File: config.mk
export PLATFORM = sky130hd
export DESIGN_NAME = spi_burst_master
export DESIGN_NICKNAME = d
export VERILOG_FILES = /design/src/rtl/spi_burst_pkg.sv /design/src/rtl/spi_word_fifo.sv /design/src/rtl/spi_shift_engine.sv /design/src/rtl/spi_burst_master.sv
export SDC_FILE = /design/constraint.sdc
export NUM_CORES = 1
export LEC_CHECK = 0
export CAP_MARGIN = 20
export CORE_UTILIZATION = 55
export CTS_BUF_LIST = sky130_fd_sc_hd__clkbuf_4 sky130_fd_sc_hd__clkbuf_8
export DETAILED_ROUTE_END_ITERATION = 16
export GPL_TIMING_DRIVEN = 0
export HOLD_SLACK_MARGIN = 0.03
export PLACE_DENSITY = 0.7
export SETUP_SLACK_MARGIN = 0.05
export SLEW_MARGIN = 0
export SYNTH_ARGS = -nofsm -noshare
export SYNTH_HDL_FRONTEND = slang
export SYNTH_HIERARCHICAL = 1
export SYNTH_SLANG_ARGS = --single-unit
File: constraint.sdc
create_clock -name clk -period 5.4 [get_ports clk]
set_clock_uncertainty 0.2 [all_clocks]
set_input_delay 1.62 -clock clk [delete_from_list [all_inputs] [get_ports clk]]
set_output_delay 1.62 -clock clk [all_outputs]
set_load 0.02 [all_outputs]
File: src/rtl/spi_burst_pkg.sv
package spi_burst_pkg;
    localparam int unsigned WORD_W = 32;
    localparam int unsigned NUM_CS = 4;
    localparam int unsigned CS_W   = $clog2(NUM_CS);
    localparam int unsigned LEN_W  = 12;

    localparam logic [2:0] ADDR_CTRL = 3'd0;
    localparam logic [2:0] ADDR_SETUP = 3'd1;
    localparam logic [2:0] ADDR_STAT = 3'd2;
    localparam logic [2:0] ADDR_TXQ  = 3'd3;
    localparam logic [2:0] ADDR_RXQ  = 3'd4;

    localparam int unsigned CTL_ENABLE = 0;
    localparam int unsigned CTL_MASTER = 1;
    localparam int unsigned CTL_GO     = 2;
    localparam int unsigned CTL_SEL_LO = 18;
    localparam int unsigned CTL_LEN_LO = 20;

    localparam int unsigned SET_PHA = 0;
    localparam int unsigned SET_POL = 4;
    localparam int unsigned SET_SSP = 12;
    localparam int unsigned SET_RST = 20;

    localparam int unsigned ST_OVF  = 6;
    localparam int unsigned ST_DONE = 7;

    typedef struct packed {
        logic              enable;
        logic              master;
        logic              go;
        logic [CS_W-1:0]   sel;
        logic [LEN_W-1:0]  len_m1;
        logic [NUM_CS-1:0] pha;
        logic [NUM_CS-1:0] pol;
        logic [NUM_CS-1:0] ssp;
        logic [NUM_CS-1:0] rst_lvl;
        logic              done_flag;
        logic              ovf_flag;
    } regs_t;
endpackage

File: src/rtl/spi_word_fifo.sv
module spi_word_fifo #(
    parameter int unsigned W     = 32,
    parameter int unsigned DEPTH = 8
) (
    input  logic         clk,
    input  logic         rst_n,
    input  logic         push,
    input  logic [W-1:0] push_data,
    input  logic         pop,
    output logic [W-1:0] head,
    output logic         empty,
    output logic         full
);
    localparam int unsigned AW = (DEPTH > 1) ? $clog2(DEPTH) : 1;
    localparam int unsigned CW = $clog2(DEPTH + 1);
    localparam logic [AW-1:0] LAST = AW'(DEPTH - 1);

    typedef struct packed {
        logic [DEPTH-1:0][W-1:0] mem;
        logic [AW-1:0]           wp;
        logic [AW-1:0]           rp;
        logic [CW-1:0]           cnt;
    } fifo_st_t;

    fifo_st_t st_d, st_q;
    logic do_push, do_pop;

    assign empty   = (st_q.cnt == '0);
    assign full    = (st_q.cnt == CW'(DEPTH));
    assign head    = st_q.mem[st_q.rp];
    assign do_push = push && !full;
    assign do_pop  = pop && !empty;

    always_comb begin
        st_d = st_q;
        if (do_push) begin
            st_d.mem[st_q.wp] = push_data;
            st_d.wp = (st_q.wp == LAST) ? '0 : st_q.wp + 1'b1;
        end
        if (do_pop) begin
            st_d.rp = (st_q.rp == LAST) ? '0 : st_q.rp + 1'b1;
        end
        case ({do_push, do_pop})
            2'b10:   st_d.cnt = st_q.cnt + 1'b1;
            2'b01:   st_d.cnt = st_q.cnt - 1'b1;
            default: st_d.cnt = st_q.cnt;
        endcase
    end

    always_ff @(posedge clk or negedge rst_n) begin
        if (!rst_n) st_q <= '0;
        else        st_q <= st_d;
    end
endmodule

File: src/rtl/spi_shift_engine.sv
module spi_shift_engine #(
    parameter int unsigned W        = 32,
    parameter int unsigned LEN_W    = 12,
    parameter int unsigned CS_W     = 2,
    parameter int unsigned HALF_DIV = 2
) (
    input  logic             clk,
    input  logic             rst_n,
    input  logic             start_i,
    input  logic [LEN_W-1:0] len_i,
    input  logic [CS_W-1:0]  chan_i,
    input  logic             pol_i,
    input  logic             pha_i,
    input  logic             rest_i,
    input  logic [W-1:0]     tx_word_i,
    output logic             tx_pop_o,
    output logic             rx_push_o,
    output logic [W-1:0]     rx_word_o,
    output logic             busy_o,
    output logic             done_o,
    output logic [CS_W-1:0]  chan_o,
    output logic             sclk_o,
    output logic             mosi_o,
    input  logic             miso_i
);
    localparam int unsigned DIV_W = (HALF_DIV > 1) ? $clog2(HALF_DIV) : 1;
    localparam int unsigned BIT_W = LEN_W + 1;
    localparam int unsigned SH_W  = $clog2(W);
    localparam int unsigned WB_W  = SH_W + 1;
    localparam logic [DIV_W-1:0] DIV_END = DIV_W'(HALF_DIV - 1);

    typedef struct packed {
        logic             busy;
        logic             half;
        logic [DIV_W-1:0] div;
        logic [BIT_W-1:0] bits_left;
        logic [WB_W-1:0]  wbits;
        logic [W-1:0]     sreg;
        logic [W-2:0]     rreg;
        logic             pol;
        logic             pha;
        logic [CS_W-1:0]  chan;
    } eng_st_t;

    eng_st_t st_d, st_q;
    logic [SH_W-1:0] low_bits;
    logic [WB_W-1:0] first_bits;

    assign low_bits   = len_i[SH_W-1:0] + 1'b1;
    assign first_bits = (low_bits == '0) ? WB_W'(W) : {1'b0, low_bits};

    always_comb begin
        st_d      = st_q;
        tx_pop_o  = 1'b0;
        rx_push_o = 1'b0;
        done_o    = 1'b0;
        rx_word_o = {st_q.rreg, miso_i};
        if (!st_q.busy) begin
            if (start_i) begin
                st_d.busy      = 1'b1;
                st_d.half      = 1'b0;
                st_d.div       = '0;
                st_d.bits_left = {1'b0, len_i} + BIT_W'(1);
                st_d.wbits     = first_bits;
                st_d.sreg      = tx_word_i << (WB_W'(W) - first_bits);
                st_d.rreg      = '0;
                st_d.pol       = pol_i;
                st_d.pha       = pha_i;
                st_d.chan      = chan_i;
                tx_pop_o       = 1'b1;
            end
        end else if (st_q.div != DIV_END) begin
            st_d.div = st_q.div + 1'b1;
        end else begin
            st_d.div = '0;
            if (!st_q.half) begin
                st_d.half      = 1'b1;
                st_d.rreg      = rx_word_o[W-2:0];
                st_d.wbits     = st_q.wbits - 1'b1;
                st_d.bits_left = st_q.bits_left - 1'b1;
                rx_push_o      = (st_q.wbits == WB_W'(1));
            end else begin
                st_d.half = 1'b0;
                if (st_q.bits_left == '0) begin
                    st_d.busy = 1'b0;
                    done_o    = 1'b1;
                end else if (st_q.wbits == '0) begin
                    st_d.sreg  = tx_word_i;
                    st_d.wbits = WB_W'(W);
                    st_d.rreg  = '0;
                    tx_pop_o   = 1'b1;
                end else begin
                    st_d.sreg = st_q.sreg << 1;
                end
            end
        end
    end

    always_ff @(posedge clk or negedge rst_n) begin
        if (!rst_n) st_q <= '0;
        else        st_q <= st_d;
    end

    assign busy_o = st_q.busy;
    assign chan_o = st_q.chan;
    assign mosi_o = st_q.busy & st_q.sreg[W-1];
    assign sclk_o = st_q.busy ? (st_q.pol ^ st_q.pha ^ st_q.half) : rest_i;
endmodule

File: src/rtl/spi_burst_master.sv
module spi_burst_master #(
    parameter int unsigned FIFO_DEPTH = 8,
    parameter int unsigned HALF_DIV   = 2
) (
    input  logic        clk,
    input  logic        rst_n,
    input  logic        reg_wr,
    input  logic        reg_rd,
    input  logic [2:0]  reg_addr,
    input  logic [31:0] reg_wdata,
    output logic [31:0] reg_rdata,
    output logic        sclk_o,
    output logic        mosi_o,
    input  logic        miso_i,
    output logic [3:0]  ss_o
);
    import spi_burst_pkg::*;

    regs_t rg_d, rg_q;

    logic              wr_ctrl, wr_setup, wr_stat, go;
    logic [CS_W-1:0]   start_sel;
    logic              tx_pop, tx_empty, tx_full;
    logic [WORD_W-1:0] tx_head, tx_word;
    logic              rx_push, rx_pop, rx_empty, rx_full;
    logic [WORD_W-1:0] rx_head, rx_word;
    logic              eng_busy, eng_done;
    logic [CS_W-1:0]   act_chan;
    logic [NUM_CS-1:0] ssp_lv;
    logic              rest_sel, go_flag, done_flag, ovf_flag;

    assign wr_ctrl   = reg_wr && (reg_addr == ADDR_CTRL);
    assign wr_setup  = reg_wr && (reg_addr == ADDR_SETUP);
    assign wr_stat   = reg_wr && (reg_addr == ADDR_STAT);
    assign start_sel = reg_wdata[CTL_SEL_LO +: CS_W];
    assign go        = wr_ctrl && reg_wdata[CTL_ENABLE] && reg_wdata[CTL_MASTER]
                       && reg_wdata[CTL_GO] && !eng_busy;
    assign rx_pop    = reg_rd && (reg_addr == ADDR_RXQ) && !rx_empty;
    assign tx_word   = tx_empty ? '0 : tx_head;

    always_comb begin
        rg_d = rg_q;
        if (wr_ctrl) begin
            rg_d.enable = reg_wdata[CTL_ENABLE];
            rg_d.master = reg_wdata[CTL_MASTER];
            rg_d.sel    = start_sel;
            rg_d.len_m1 = reg_wdata[CTL_LEN_LO +: LEN_W];
        end
        if (go)            rg_d.go = 1'b1;
        else if (eng_done) rg_d.go = 1'b0;
        if (wr_setup) begin
            rg_d.pha     = reg_wdata[SET_PHA +: NUM_CS];
            rg_d.pol     = reg_wdata[SET_POL +: NUM_CS];
            rg_d.ssp     = reg_wdata[SET_SSP +: NUM_CS];
            rg_d.rst_lvl = reg_wdata[SET_RST +: NUM_CS];
        end
        if (wr_stat && reg_wdata[ST_DONE]) rg_d.done_flag = 1'b0;
        if (eng_done)                      rg_d.done_flag = 1'b1;
        if (wr_stat && reg_wdata[ST_OVF])  rg_d.ovf_flag = 1'b0;
        if (rx_push && rx_full)            rg_d.ovf_flag = 1'b1;
    end

    always_ff @(posedge clk or negedge rst_n) begin
        if (!rst_n) rg_q <= '0;
        else        rg_q <= rg_d;
    end

    always_comb begin
        reg_rdata = '0;
        case (reg_addr)
            ADDR_CTRL: begin
                reg_rdata[CTL_ENABLE]             = rg_q.enable;
                reg_rdata[CTL_MASTER]             = rg_q.master;
                reg_rdata[CTL_GO]                 = rg_q.go;
                reg_rdata[CTL_SEL_LO +: CS_W]     = rg_q.sel;
                reg_rdata[CTL_LEN_LO +: LEN_W]    = rg_q.len_m1;
            end
            ADDR_SETUP: begin
                reg_rdata[SET_PHA +: NUM_CS] = rg_q.pha;
                reg_rdata[SET_POL +: NUM_CS] = rg_q.pol;
                reg_rdata[SET_SSP +: NUM_CS] = rg_q.ssp;
                reg_rdata[SET_RST +: NUM_CS] = rg_q.rst_lvl;
            end
            ADDR_STAT: begin
                reg_rdata[ST_DONE] = rg_q.done_flag;
                reg_rdata[ST_OVF]  = rg_q.ovf_flag;
            end
            ADDR_RXQ: reg_rdata = rx_empty ? '0 : rx_head;
            default:  reg_rdata = '0;
        endcase
    end

    spi_word_fifo #(.W(WORD_W), .DEPTH(FIFO_DEPTH)) u_txq (
        .clk(clk), .rst_n(rst_n),
        .push(reg_wr && (reg_addr == ADDR_TXQ)), .push_data(reg_wdata),
        .pop(tx_pop), .head(tx_head), .empty(tx_empty), .full(tx_full)
    );

    spi_word_fifo #(.W(WORD_W), .DEPTH(FIFO_DEPTH)) u_rxq (
        .clk(clk), .rst_n(rst_n),
        .push(rx_push), .push_data(rx_word),
        .pop(rx_pop), .head(rx_head), .empty(rx_empty), .full(rx_full)
    );

    spi_shift_engine #(
        .W(WORD_W), .LEN_W(LEN_W), .CS_W(CS_W), .HALF_DIV(HALF_DIV)
    ) u_eng (
        .clk(clk), .rst_n(rst_n),
        .start_i(go),
        .len_i(reg_wdata[CTL_LEN_LO +: LEN_W]),
        .chan_i(start_sel),
        .pol_i(rg_q.pol[start_sel]),
        .pha_i(rg_q.pha[start_sel]),
        .rest_i(rest_sel),
        .tx_word_i(tx_word),
        .tx_pop_o(tx_pop),
        .rx_push_o(rx_push),
        .rx_word_o(rx_word),
        .busy_o(eng_busy),
        .done_o(eng_done),
        .chan_o(act_chan),
        .sclk_o(sclk_o),
        .mosi_o(mosi_o),
        .miso_i(miso_i)
    );

    assign ssp_lv    = rg_q.ssp;
    assign rest_sel  = rg_q.rst_lvl[rg_q.sel];
    assign go_flag   = rg_q.go;
    assign done_flag = rg_q.done_flag;
    assign ovf_flag  = rg_q.ovf_flag;

    for (genvar i = 0; i < NUM_CS; i++) begin : g_sel
        assign ss_o[i] = (eng_busy && (act_chan == CS_W'(i))) ? ssp_lv[i] : ~ssp_lv[i];
    end
endmodule

==> results_dict.tcl <==
set metrics [dict create \
    synth_sequential_area_ratio_pct 48.4 \
    timing.critical_path.required_ns 3.58 \
    met1Wirelength_um 41000 \
    timing.final.ws_setup_ns 0.122 \
    timing.critical_path.fanout_max 10 \
    antenna_found_initial 4 \
    number_of_register_bits_inferred_by_synthesis 656 \
    detailedRoute.firstIterationViolations 1658 \
    grt_remaining_overflow 0 \
    leakagePower_nw 18.0 \
    hold_removal_path_class "reg2reg" \
    drv_cap 0 \
    rsz0062_at_grt "false" \
    nets 2641 \
    achievable-frequency_mhz 189 \
    tritoncts_num_sinks 656 \
    core_area_mm2 0.0606 \
    cts_tree "yes" \
    root_buffer "sky130_fd_sc_hd__clkbuf_8" \
    firstDrtPassIters 7 \
    synth_edf_count 0 \
    cts_htree_levels 3 \
    detail_route.drc_violations 0 \
    route.detailed.wl_per_inst_um 25.5 \
    dieWidth_um 250 \
    detailed_place_hpwl_um 60700 \
    met3RoutedLength_um 4640 \
    met2RoutedLength_um 40200 \
    finalHoldViolations 0 \
    clk_transition_reported_paths_ns 0.06 \
    synthesis.nets 2448 \
    slew_violations 0 \
    port_buffers 74 \
    first_pass_grt_wire_length_um 137000 \
    fp.dieArea_mm2 0.0627 \
    synth_top_flop_cell "sky130_fd_sc_hd__dfrtp_1" \
    post-place-ws_ns -1.16 \
    floorplan.initialDensity_pct 56.0 \
    top_layer "met5" \
    layout-drive-gt1-share_pct 43.7 \
    rows 90 \
    syn2layout_area_growth_pct 12.8 \
    cts_made_buffers 108 \
    powerDensity_mw_per_mm2 449 \
    finalWeightedCongestion 0.932 \
    critical_path.startpoint_type "register" \
    criticalPathCategory "reg2out" \
    global_route.usage.total_pct 28.6 \
    drtAntennaViolNets 0 \
    finalWirelength_um 88000 \
    worst-endpoint-arrival_ns 3.46 \
    average_via_count_per_standard_cell 6.18 \
    worst_setup_path_end_kind "primary output" \
    synthesis.yosys.warnings 6 \
    layout_min_cycle_time_ns 5.28 \
    worstMarginPinSlew_ns 0.996 \
    number_of_buffers_on_the_longest_clock_path 3 \
    library_cells_used_by_synthesis 85 \
    first_global_vias 22600 \
    clkLatencyLatePin_ns 0.72 \
    synthesis.area_per_instance_um2 14.2 \
    synthesis.area_mm2 0.0339 \
    fillers 4492 \
    io_pins 78 \
    worst_slew_slack_as_a_fraction_of_its_limit_pct 33.1 \
    status "complete, no violations" \
    peakVddDrop_v 0.000229 \
    utilization_pct 63.2 \
    postSynth.asyncResetShare_pct 100 \
    finalSetupViolations 0 \
    die_height_um 250 \
    grt_max_degree 129 \
    routed-via-count 21300 \
    post_route_fraction_of_the_period_consumed_by_the_critical_path_pct 97.7 \
    syn_inst 2385 \
]
==> metrics by stage <==
step | instances | cell area [µm²] | setup TNS (ns) | power [mW] | hold slack, ns
3_5_place_dp | 3249 | 35800 | -17.92 | 12.5 | 0.270
3_3_place_gp | 3241 | 35600 | - | 12.3 | 0.263
4_1_cts | 3443 | 38200 | 0 | 17.2 | 0.283
6_report | 3446 | 38300 | 0 | 17.2 | 0.282
2_1_floorplan | 2385 | 33900 | 0 | 10.5 | 0.239
5_1_grt | 3445 | 38300 | 0 | 18.0 | 0.308
==> cell families (layout without fill, tap and decap cells) <==
| kind of cell | after synthesis | after routing | share of synthesized area (%) |
|---|---|---|---|
| muxes | 867 | 867 | 35.3 |
| DFF | 656 | 656 | 48.4 |
| and+or+nand+nor | 412 | 412 | 6.73 |
| buffers and inverters | 220 | 497 | 4.23 |
| AOI/OAI and AO/OA | 184 | 184 | 3.88 |
| adders and majority gates | 23 | 23 | 0.893 |
| xor gates and xnor gates | 23 | 23 | 0.594 |
| other | 0 | 2 | 0 |
==> layout make-up <==
class,count,area (µm²),area share (%)
flip-flops and latches,656,16400,42.9
well taps,782,978,2.56
inverters,26,105,0.275
clock inverters,15,138,0.360
plain buffers,194,1390,3.63
clock buffers,179,2210,5.78
multi-input cells,1509,16100,42.1
repair buffers,83,918,2.40
diodes,2,5.00,0.0131
==> path summary, 6_finish.rpt <==
path,from,endpoint,slack (ns),cells after the start
worst max-delay path,u_rxq/st_q[4],reg_rdata[2],0.12,6
worst min-delay path,u_txq/st_q[113],u_txq/st_q[113],0.28,1
worst max register to register,u_eng/st_q[69],u_txq/st_q[3],0.74,11
worst min register to register,u_txq/st_q[113],u_txq/st_q[113],0.28,1
max in group asynchronous,rst_n,u_txq/st_q[140],2.10,4
min in group asynchronous,rst_n,u_rxq/st_q[19],0.73,1
==> cells in the final DEF (no fill, tap or decap), types with 9 or more instances in the layout <==
master / Yosys / final
sky130_fd_sc_hd__nor3_1: 16 / 16
sky130_fd_sc_hd__a31oi_1: 19 / 19
sky130_fd_sc_hd__inv_1: 23 / 23
sky130_fd_sc_hd__xnor2_1: 12 / 12
sky130_fd_sc_hd__o211ai_1: 10 / 10
sky130_fd_sc_hd__mux4_2: 140 / 140
sky130_fd_sc_hd__ha_1: 21 / 20
sky130_fd_sc_hd__clkbuf_8: 0 / 139
sky130_fd_sc_hd__or3_1: 9 / 9
sky130_fd_sc_hd__buf_6: 31 / 35
sky130_fd_sc_hd__clkbuf_4: 0 / 45
sky130_fd_sc_hd__clkbuf_2: 0 / 9
sky130_fd_sc_hd__buf_1: 12 / 9
sky130_fd_sc_hd__nor3b_1: 9 / 9
sky130_fd_sc_hd__buf_4: 56 / 60
sky130_fd_sc_hd__mux2_2: 438 / 438
sky130_fd_sc_hd__clkdlybuf4s50_1: 0 / 70
sky130_fd_sc_hd__buf_2: 39 / 36
sky130_fd_sc_hd__a22o_1: 19 / 19
sky130_fd_sc_hd__a22oi_1: 18 / 18
sky130_fd_sc_hd__mux2_1: 24 / 24
sky130_fd_sc_hd__a221o_1: 15 / 15
sky130_fd_sc_hd__clkbuf_1: 49 / 37
sky130_fd_sc_hd__o21ai_0: 27 / 27
sky130_fd_sc_hd__nor4bb_1: 10 / 10
sky130_fd_sc_hd__nand2_1: 144 / 144
sky130_fd_sc_hd__nor2_1: 55 / 54
sky130_fd_sc_hd__xor2_1: 11 / 11
sky130_fd_sc_hd__a21oi_1: 31 / 31
sky130_fd_sc_hd__mux2i_1: 75 / 75
sky130_fd_sc_hd__nand3_1: 59 / 59
sky130_fd_sc_hd__dfrtp_1: 656 / 656
sky130_fd_sc_hd__mux2_4: 190 / 190
sky130_fd_sc_hd__nor2b_1: 40 / 40
==> worst max-delay path, stage by stage (launching register included) <==
cell and delay, ns:
sky130_fd_sc_hd__dfrtp_1 0.43, sky130_fd_sc_hd__buf_6 0.23, sky130_fd_sc_hd__buf_4 0.30, sky130_fd_sc_hd__mux4_2 0.53
sky130_fd_sc_hd__mux2_2 0.30, sky130_fd_sc_hd__a221o_1 0.38, sky130_fd_sc_hd__clkdlybuf4s50_1 0.56
==> state kept, by name, indices dropped and copies added (netlist names) <==
name             cells
done_flag            1
go_flag              1
ovf_flag             1
rg_q                28
ssp_lv               4
u_eng/busy_o         1
u_eng/chan_o         2
u_eng/rx_word_o     31
u_eng/st_q          55
u_rxq/st_q         266
u_txq/st_q         266
==> where the power goes <==
group	leakage [nW]	switching [mW]	total (mW)	internal (mW)
combinational	7.97	3.21	6.05	2.83
clock	1.25	2.05	4.63	2.59
sequential	8.81	0.629	6.49	5.86
==> timing repair <==
item                                    4_1_cts  5_1_grt
hold buffers                                  0        0
gates resized for setup                      32       15
pin swaps                                     0        1
endpoints found under the setup margin       37       14
setup buffers                                 0        1
endpoints found under the hold margin         0        0
==> Yosys cell counts (all sizes together), types with 6 or more instances <==
| library cell | instances | area (µm²) |
|---|---|---|
| dfrtp | 656 | 16400 |
| mux2 | 652 | 8060 |
| buf | 145 | 1140 |
| nand2 | 144 | 541 |
| mux4 | 140 | 3150 |
| mux2i | 75 | 751 |
| nand3 | 60 | 305 |
| nor2 | 55 | 206 |
| clkbuf | 49 | 184 |
| nor2b | 40 | 250 |
| a21oi | 32 | 164 |
| o21ai | 28 | 144 |
| inv | 25 | 96.3 |
| ha | 21 | 263 |
| a22o | 19 | 166 |
| a31oi | 19 | 119 |
| nor3 | 19 | 116 |
| a22oi | 18 | 135 |
| a221o | 15 | 150 |
| nor3b | 12 | 105 |
| xnor2 | 12 | 105 |
| xor2 | 11 | 96.3 |
| and2 | 10 | 62.6 |
| nor4bb | 10 | 100 |
| o211ai | 10 | 75.1 |
| or3 | 10 | 67.6 |
| a21o | 8 | 60.1 |
| a32oi | 8 | 70.1 |
| nand2b | 8 | 50.1 |
| nor4b | 7 | 134 |
| or4b | 6 | 71.3 |
==> routing by layer <==
layer	vias up	global-route usage, %
li1	9205	-
met4	2	8.48
met5	-	0
met2	644	43.5
met1	11300	42.4
met3	142	4.67
Note: power is estimated with default switching activity, not from simulation.
